**src/rtl/gpx_pkg.sv**
```systemverilog
package gpx_pkg;
   localparam int unsigned REG_W    = 8;
   localparam int unsigned ADR_IDC  = 'h01;
   localparam int unsigned ADR_DIR  = 'h03;
   localparam int unsigned ADR_LVL  = 'h05;
   localparam int unsigned ADR_HIZ  = 'h07;
   localparam int unsigned ADR_EXP  = 'h09;
   localparam int unsigned ADR_PEN  = 'h0B;
   localparam int unsigned ADR_PSEL = 'h0D;
   localparam int unsigned ADR_PIN  = 'h0F;
   localparam int unsigned ADR_MASK = 'h11;
   localparam int unsigned ADR_STAT = 'h13;
   localparam logic [2:0]  MFR_CODE = 3'b101;
endpackage

```
**src/rtl/gpx_sync.sv**
```systemverilog
module gpx_sync #(
   parameter int unsigned W      = 8,
   parameter int unsigned STAGES = 2,
   parameter logic [W-1:0] RST_VAL = '1
) (
   input  logic         clk,
   input  logic         rst_n,
   input  logic [W-1:0] d,
   output logic [W-1:0] q
);
   logic [W-1:0] stg [STAGES];

   generate
      if (STAGES < 2) begin : g_bad
         $error("gpx_sync needs at least two stages");
      end
      for (genvar s = 0; s < STAGES; s++) begin : g_stage
         always_ff @(posedge clk or negedge rst_n) begin
            if (!rst_n)      stg[s] <= RST_VAL;
            else if (s == 0) stg[s] <= d;
            else             stg[s] <= stg[(s == 0) ? 0 : s-1];
         end
      end
   endgenerate

   assign q = stg[STAGES-1];
endmodule

```
**src/rtl/gpx_regfile.sv**
```systemverilog
module gpx_regfile
   import gpx_pkg::*;
#(
   parameter int unsigned NPINS  = 8,
   parameter int unsigned ADDR_W = 8
) (
   input  logic              clk,
   input  logic              rst_n,
   input  logic [ADDR_W-1:0] addr,
   input  logic [REG_W-1:0]  wdata,
   input  logic              wr_en,
   input  logic              rd_en,
   output logic [NPINS-1:0]  dir_q,
   output logic [NPINS-1:0]  lvl_q,
   output logic [NPINS-1:0]  hiz_q,
   output logic [NPINS-1:0]  exp_q,
   output logic [NPINS-1:0]  pen_q,
   output logic [NPINS-1:0]  psel_q,
   output logic [NPINS-1:0]  mask_q,
   output logic              pwr_flag_q,
   output logic              soft_rst
);
   localparam logic [NPINS-1:0] ONES  = '1;
   localparam logic [NPINS-1:0] ZEROS = '0;

   logic hit_idc;
   assign hit_idc  = (addr == ADDR_W'(ADR_IDC));
   assign soft_rst = wr_en && hit_idc && wdata[0];

   always_ff @(posedge clk or negedge rst_n) begin
      if (!rst_n) begin
         dir_q <= ZEROS; lvl_q <= ZEROS; hiz_q <= ONES; exp_q <= ONES;
         pen_q <= ONES;  psel_q <= ONES; mask_q <= ONES;
      end else if (soft_rst) begin
         dir_q <= ZEROS; lvl_q <= ZEROS; hiz_q <= ONES; exp_q <= ONES;
         pen_q <= ONES;  psel_q <= ONES; mask_q <= ONES;
      end else if (wr_en) begin
         case (addr)
            ADDR_W'(ADR_DIR):  dir_q  <= wdata[NPINS-1:0];
            ADDR_W'(ADR_LVL):  lvl_q  <= wdata[NPINS-1:0];
            ADDR_W'(ADR_HIZ):  hiz_q  <= wdata[NPINS-1:0];
            ADDR_W'(ADR_EXP):  exp_q  <= wdata[NPINS-1:0];
            ADDR_W'(ADR_PEN):  pen_q  <= wdata[NPINS-1:0];
            ADDR_W'(ADR_PSEL): psel_q <= wdata[NPINS-1:0];
            ADDR_W'(ADR_MASK): mask_q <= wdata[NPINS-1:0];
            default: ;
         endcase
      end
   end

   always_ff @(posedge clk or negedge rst_n) begin
      if (!rst_n)                 pwr_flag_q <= 1'b1;
      else if (soft_rst)          pwr_flag_q <= 1'b1;
      else if (rd_en && hit_idc)  pwr_flag_q <= 1'b0;
   end

   assert_soft_reset_defaults_R11: assert property (@(posedge clk) disable iff (!rst_n)
      soft_rst |=> (dir_q == ZEROS && mask_q == ONES && pwr_flag_q));

   assert_id_read_clears_flag_R3: assert property (@(posedge clk) disable iff (!rst_n)
      (rd_en && hit_idc && !soft_rst) |=> !pwr_flag_q);
endmodule

```
**src/rtl/gpx_irq.sv**
```systemverilog
module gpx_irq #(
   parameter int unsigned NPINS = 8
) (
   input  logic             clk,
   input  logic             rst_n,
   input  logic [NPINS-1:0] pins_s,
   input  logic [NPINS-1:0] exp_i,
   input  logic [NPINS-1:0] mask_i,
   input  logic             clr_i,
   input  logic             soft_i,
   output logic [NPINS-1:0] status_q
);
   logic [NPINS-1:0] set_v;

   generate
      for (genvar i = 0; i < NPINS; i++) begin : g_bit
         assign set_v[i] = !mask_i[i] && (pins_s[i] != exp_i[i]);
         always_ff @(posedge clk or negedge rst_n) begin
            if (!rst_n)      status_q[i] <= 1'b0;
            else if (soft_i) status_q[i] <= 1'b0;
            else             status_q[i] <= (status_q[i] && !clr_i) || set_v[i];
         end
      end
   endgenerate

   assert_masked_never_sets_R8: assert property (@(posedge clk) disable iff (!rst_n)
      (status_q & ~$past(status_q) & $past(mask_i)) == '0);

   assert_sticky_without_read_R9: assert property (@(posedge clk) disable iff (!rst_n)
      (!clr_i && !soft_i) |=> ((status_q & $past(status_q)) == $past(status_q)));

   assert_read_clears_idle_R9: assert property (@(posedge clk) disable iff (!rst_n)
      (clr_i && set_v == '0) |=> (status_q == '0));
endmodule

```
**src/rtl/gpx_expander.sv**
```systemverilog
module gpx_expander
   import gpx_pkg::*;
#(
   parameter int unsigned NPINS       = 8,
   parameter int unsigned ADDR_W      = 8,
   parameter int unsigned SYNC_STAGES = 2,
   parameter logic [2:0]  FW_REV      = 3'd0
) (
   input  logic              clk,
   input  logic              rst_n,
   input  logic [ADDR_W-1:0] reg_addr,
   input  logic [REG_W-1:0]  reg_wdata,
   input  logic              reg_wr,
   input  logic              reg_rd,
   output logic [REG_W-1:0]  reg_rdata,
   input  logic [NPINS-1:0]  pin_in,
   output logic [NPINS-1:0]  pin_oe,
   output logic [NPINS-1:0]  pin_out,
   output logic [NPINS-1:0]  pull_en,
   output logic [NPINS-1:0]  pull_up,
   output logic              irq_n
);
   generate
      if (NPINS < 1 || NPINS > REG_W) begin : g_bad_pins
         $error("NPINS must lie between 1 and the register width");
      end
      if (ADDR_W < 5) begin : g_bad_addr
         $error("ADDR_W too narrow for the register map");
      end
   endgenerate

   logic [NPINS-1:0] dir_q, lvl_q, hiz_q, exp_q, pen_q, psel_q, mask_q;
   logic [NPINS-1:0] pins_s, status_q;
   logic             pwr_flag_q, soft_rst, stat_clr;

   gpx_regfile #(.NPINS(NPINS), .ADDR_W(ADDR_W)) u_regs (
      .clk(clk), .rst_n(rst_n), .addr(reg_addr), .wdata(reg_wdata),
      .wr_en(reg_wr), .rd_en(reg_rd),
      .dir_q(dir_q), .lvl_q(lvl_q), .hiz_q(hiz_q), .exp_q(exp_q),
      .pen_q(pen_q), .psel_q(psel_q), .mask_q(mask_q),
      .pwr_flag_q(pwr_flag_q), .soft_rst(soft_rst)
   );

   gpx_sync #(.W(NPINS), .STAGES(SYNC_STAGES), .RST_VAL('1)) u_sync (
      .clk(clk), .rst_n(rst_n), .d(pin_in), .q(pins_s)
   );

   assign stat_clr = reg_rd && (reg_addr == ADDR_W'(ADR_STAT));

   gpx_irq #(.NPINS(NPINS)) u_irq (
      .clk(clk), .rst_n(rst_n), .pins_s(pins_s), .exp_i(exp_q),
      .mask_i(mask_q), .clr_i(stat_clr), .soft_i(soft_rst),
      .status_q(status_q)
   );

   assign pin_oe  = dir_q & ~hiz_q;
   assign pin_out = lvl_q;
   assign pull_en = pen_q & ~dir_q;
   assign pull_up = psel_q;
   assign irq_n   = !((|status_q) || pwr_flag_q);

   always_comb begin
      case (reg_addr)
         ADDR_W'(ADR_IDC):  reg_rdata = {MFR_CODE, FW_REV, pwr_flag_q, 1'b0};
         ADDR_W'(ADR_DIR):  reg_rdata = REG_W'(dir_q);
         ADDR_W'(ADR_LVL):  reg_rdata = REG_W'(lvl_q);
         ADDR_W'(ADR_HIZ):  reg_rdata = REG_W'(hiz_q);
         ADDR_W'(ADR_EXP):  reg_rdata = REG_W'(exp_q);
         ADDR_W'(ADR_PEN):  reg_rdata = REG_W'(pen_q);
         ADDR_W'(ADR_PSEL): reg_rdata = REG_W'(psel_q);
         ADDR_W'(ADR_PIN):  reg_rdata = REG_W'(pins_s);
         ADDR_W'(ADR_MASK): reg_rdata = REG_W'(mask_q);
         ADDR_W'(ADR_STAT): reg_rdata = REG_W'(status_q);
         default:           reg_rdata = '0;
      endcase
   end

   assert_no_pull_on_driven_pin_R6: assert property (@(posedge clk) disable iff (!rst_n)
      (pull_en & pin_oe) == '0);

   assert_soft_reset_irq_R10: assert property (@(posedge clk) disable iff (!rst_n)
      (reg_wr && reg_addr == ADDR_W'(ADR_IDC) && reg_wdata[0]) |=> (!irq_n && pin_oe == '0));
endmodule

```
**config.mk**
```make
export PLATFORM = sky130hd
export DESIGN_NAME = gpx_expander
export DESIGN_NICKNAME = d
export VERILOG_FILES = /design/src/rtl/gpx_pkg.sv /design/src/rtl/gpx_sync.sv /design/src/rtl/gpx_regfile.sv /design/src/rtl/gpx_irq.sv /design/src/rtl/gpx_expander.sv
export SDC_FILE = /design/constraint.sdc
export NUM_CORES = 1
export LEC_CHECK = 0
export CORE_MARGIN = 4
export CORE_UTILIZATION = 61
export CTS_CLUSTER_SIZE = 16
export DETAILED_ROUTE_END_ITERATION = 7
export DONT_BUFFER_PORTS = 1
export PLACE_DENSITY = 0.77
export SETUP_SLACK_MARGIN = 0.4
export SLEW_MARGIN = 20
export SYNTH_ARGS = -nofsm -noshare
export SYNTH_HDL_FRONTEND = slang
export SYNTH_HIERARCHICAL = 1
export SYNTH_SLANG_ARGS = --single-unit
```
**constraint.sdc**
```tcl
create_clock -name clk -period 2.9 [get_ports clk]
set_input_delay 0.87 -clock clk [delete_from_list [all_inputs] [get_ports clk]]
set_output_delay 0.87 -clock clk [all_outputs]
set_load 0.01 [all_outputs]
```
==> impl_metrics.csv <==
group,metric,value,unit
timing,slew_viol_final,0,
logic_synthesis,synth_area,4460,µm²
clock_network,clockBufferDepth,2,
floorplan,die_x,93.5,µm
placed_design,port_buffers,0,
power_and_ir_drop,p_clk_share,34.6,%
run,drv_cap,0,
worst_setup_path,worst_path_max_delay_cell,"or3_4",
global_routing,grt_max_degree,82,
worst_setup_path,critPathMaxStageDelay,340,ps
floorplan,coreArea,6940,µm²
routing,routed_wl,12.8,mm
routing,ant_nets,0,
logic_synthesis,syn-num-nets,428,
final_layout,post-route-util,69.9,%
floorplan,dieHeight,93.5,µm
routing,vias,3602,
global_routing,grt-busiest-layer,"met2",
final_layout,drive_gt1_share,36.7,%
global_routing,grt_pass1_wl,19.7,mm
power_and_ir_drop,p_leak,0.00202,µW
logic_synthesis,ys_async_sr_fraction,100,%
timing,worstMarginPinSlew,792,ps
logic_synthesis,synth_area_leaders,"dfstp_2 34%, dfrtp_1 13%, a211o_1 4.5%",
routing,drc_errors,0,
logic_synthesis,synth_cell_types,64,
logic_synthesis,syn_avg_cell_area,11.1,µm²
timing,finalClockSkew,5.87,ps
power_and_ir_drop,vdd_drop_max,383,µV
worst_setup_path,worstPathRequired,2030,ps
worst_setup_path,start_kind,"input pin",
routing,wl_per_cell,26.1,µm
logic_synthesis,ys.warnings.count,6,
power_and_ir_drop,power_density,500,nW/µm²
min_path,hold_class,"in -> async",
global_routing,first_global_vias,3475,
timing,finalHoldViolations,0,
power_and_ir_drop,p_sw_share,25.5,%
logic_synthesis,synth_edf_count,0,
clock_network,cts_num_sinks,81,
worst_setup_path,crit_chain,"nor3_4, nand3_4, buf_6, or3_4, o21ai_4",
floorplan,fp-row-count,30,
global_routing,gr-total-overflow,0,
timing,setup-violations-final,0,
clock_network,cts_tree,"built",
timing,fin_setup_tns,0,ps
logic_synthesis,yosys_most_used_dff,"dfstp_2",
worst_setup_path,cp.arrival,1810,ps
logic_synthesis,syn_inst,400,
logic_synthesis,ys_seq_area_share,47.1,%
power_and_ir_drop,pwr-share-comb,10.3,%
timing,clock.fmax,373,MHz
clock_network,postCtsHoldBufs,0,
floorplan,initial_utilization,64.2,%
power_and_ir_drop,p_seq_share,55.1,%
placed_design,hpwl,8.28,mm
timing,relSlewSlack,47.0,%
global_routing,grt_use_met1,41.4,%
timing,period_share,92.5,%
run_status,status,"finished clean",
global_routing,grt_use_met3,10.9,%
logic_synthesis,synth_top_area_cell,"dfstp_2",
power_and_ir_drop,p_int,1810,µW
final_layout,nets,418,
floorplan,boundaryPins,69,
worst_setup_path,crit_path_end_kind,"output pin",
clock_network,clock_latency,350,ps
routing,drt_iter0_markers,378,
routing,first_pass_iters,6,
logic_synthesis,synth-seq-cells,81,
worst_setup_path,path_class,"in -> out",
clock_network,cts_buffers,9,
routing,viasPerCell,7.34,
timing,rsz0062_at_grt,"yes",
worst_setup_path,cp_max_fo,5,
logic_synthesis,synth_top_area_share,33.6,%
clock_network,path_clk_slew,80,ps
timing,min_period,2680,ps
floorplan,die-area,8740,µm²
global_routing,grt_util_all_layers,29.7,%
final_layout,diodes,0,
final_layout,area_growth,8.90,%
clock_network,h-tree-depth,3,
clock_network,cts_root_buf,"clkbuf_8",
placed_design,gp_congestion,0.922,
power_and_ir_drop,netSwitchingPower,619,µW
global_routing,grt_use_met2,42.9,%
global_routing,antenna_found_initial,0,
-- final timing paths --
kind	cells past startpoint	slack (ps)	from	to
max in group asynchronous	0	2480	rst_n	u_sync/q[5]
max	5	220	reg_addr[5]	reg_rdata[3]
min in group clk	0	360	u_sync/stg[14]	u_sync/q[6]
min	0	200	rst_n	u_irq/status_q[7]
min reg2reg	0	360	u_sync/stg[14]	u_sync/q[6]
max reg2reg	2	1830	u_irq/status_q[3]	u_irq/status_q[3]
-- state kept, by name (all words and copies together) (netlist names) --
name and count:
u_irq/status_q 8, u_regs/dir_q 8, u_regs/exp_q 8, u_regs/hiz_q 8, u_regs/lvl_q 8, u_regs/mask_q 8
u_regs/pen_q 8, u_regs/psel_q 8, u_sync/q 8, u_sync/stg 8, u_regs/pwr_flag_q 1
-- area by class of cell --
type / instances / area (µm²)
inverters: 12 / 45.0
flip-flops and latches: 81 / 2100
clock buffers: 12 / 145
clock inverters: 4 / 53.8
multi-input cells: 267 / 2240
fillers: 523 / 2090
repair buffers: 19 / 154
well taps: 96 / 120
-- critical path, delay by kind of cell --
| family | cells | cell delay [ps] |
|---|---|---|
| AO/OA/AOI/OAI | 1 | 80 |
| AND/OR/NAND/NOR | 3 | 710 |
| buffers and inverters | 1 | 140 |
-- power by group through the flow --
stage	Sequential [µW]	Combinational, µW	Clock, µW
after floorplan	1320	230	0
after global placement	1350	219	0
after detailed placement	1350	225	0
after CTS	1330	235	850
after global routing	1350	268	908
final	1340	250	838
-- logic make-up after synthesis --
family / Yosys count / synth area share [%]
buffers and inverters: 52 / 6.54
AOI/OAI and AO/OA: 119 / 19.9
xor gates and xnor gates: 8 / 1.57
muxes: 20 / 5.73
and+or+nand+nor: 120 / 19.2
DFF: 81 / 47.1
-- cell usage in the layout (no fill, tap or decap), types with 5 or more instances in the layout --
master,synthesis,routed
o21ai_0,14,10
a211o_1,23,23
nor2_1,6,5
xnor2_1,7,7
a22o_1,17,17
o31ai_1,17,15
mux2_2,10,9
nor2b_1,20,19
a21oi_1,8,6
nand3_1,6,6
inv_1,11,11
o211ai_1,9,9
dfstp_2,57,57
buf_4,13,16
and4_1,21,21
nand3b_1,6,6
clkbuf_8,0,10
dfrtp_1,24,24
or3b_2,7,7
nand2_1,12,12
a31oi_1,11,11
nor4_1,15,13
mux2i_1,6,6
-- layer usage --
layer | vias up | wire, µm
li1 | 1525 | -
met1 | 1798 | 5310
met2 | 240 | 5710
met3 | 39 | 1450
met4 | 0 | 321
met5 | - | 0
-- cells in the mapped netlist, types with 3 or more instances --
library cell,count
and4_1,21
mux2_2,10
clkbuf_1,16
a21oi_1,8
a22oi_1,4
nor2b_1,20
inv_1,11
dfrtp_1,24
buf_6,4
a211oi_1,3
xnor2_1,7
mux4_2,3
nand3b_1,6
o22ai_1,3
a22o_1,17
a211o_1,23
a221oi_1,3
o31ai_1,17
mux2i_1,6
o211ai_1,9
dfstp_2,57
nand2_1,12
or3b_2,7
nand3_1,6
buf_4,13
nor2_1,6
a31oi_1,11
buf_2,4
nor4_1,15
o21ai_0,14
-- per-stage QoR --
stage / cells / worst slack, ps / power [µW] / hold WS (ps) / area [µm²]
3_3_place_gp: 469 / 220 / 1570 / 346 / 4480
2_1_floorplan: 400 / 200 / 1550 / 345 / 4520
6_report: 491 / 216 / 2430 / 204 / 4850
4_1_cts: 489 / 276 / 2420 / 187 / 4770
3_5_place_dp: 469 / 173 / 1580 / 347 / 4480
5_1_grt: 491 / 175 / 2520 / 173 / 4850
-- repair_timing --
action                                  4_1_cts  5_1_grt
buffers inserted                              4        2
endpoints found under the setup margin        8        9
gates resized for setup                      13       13
pin swaps                                     8        7
(Power assumes the default switching activity.)
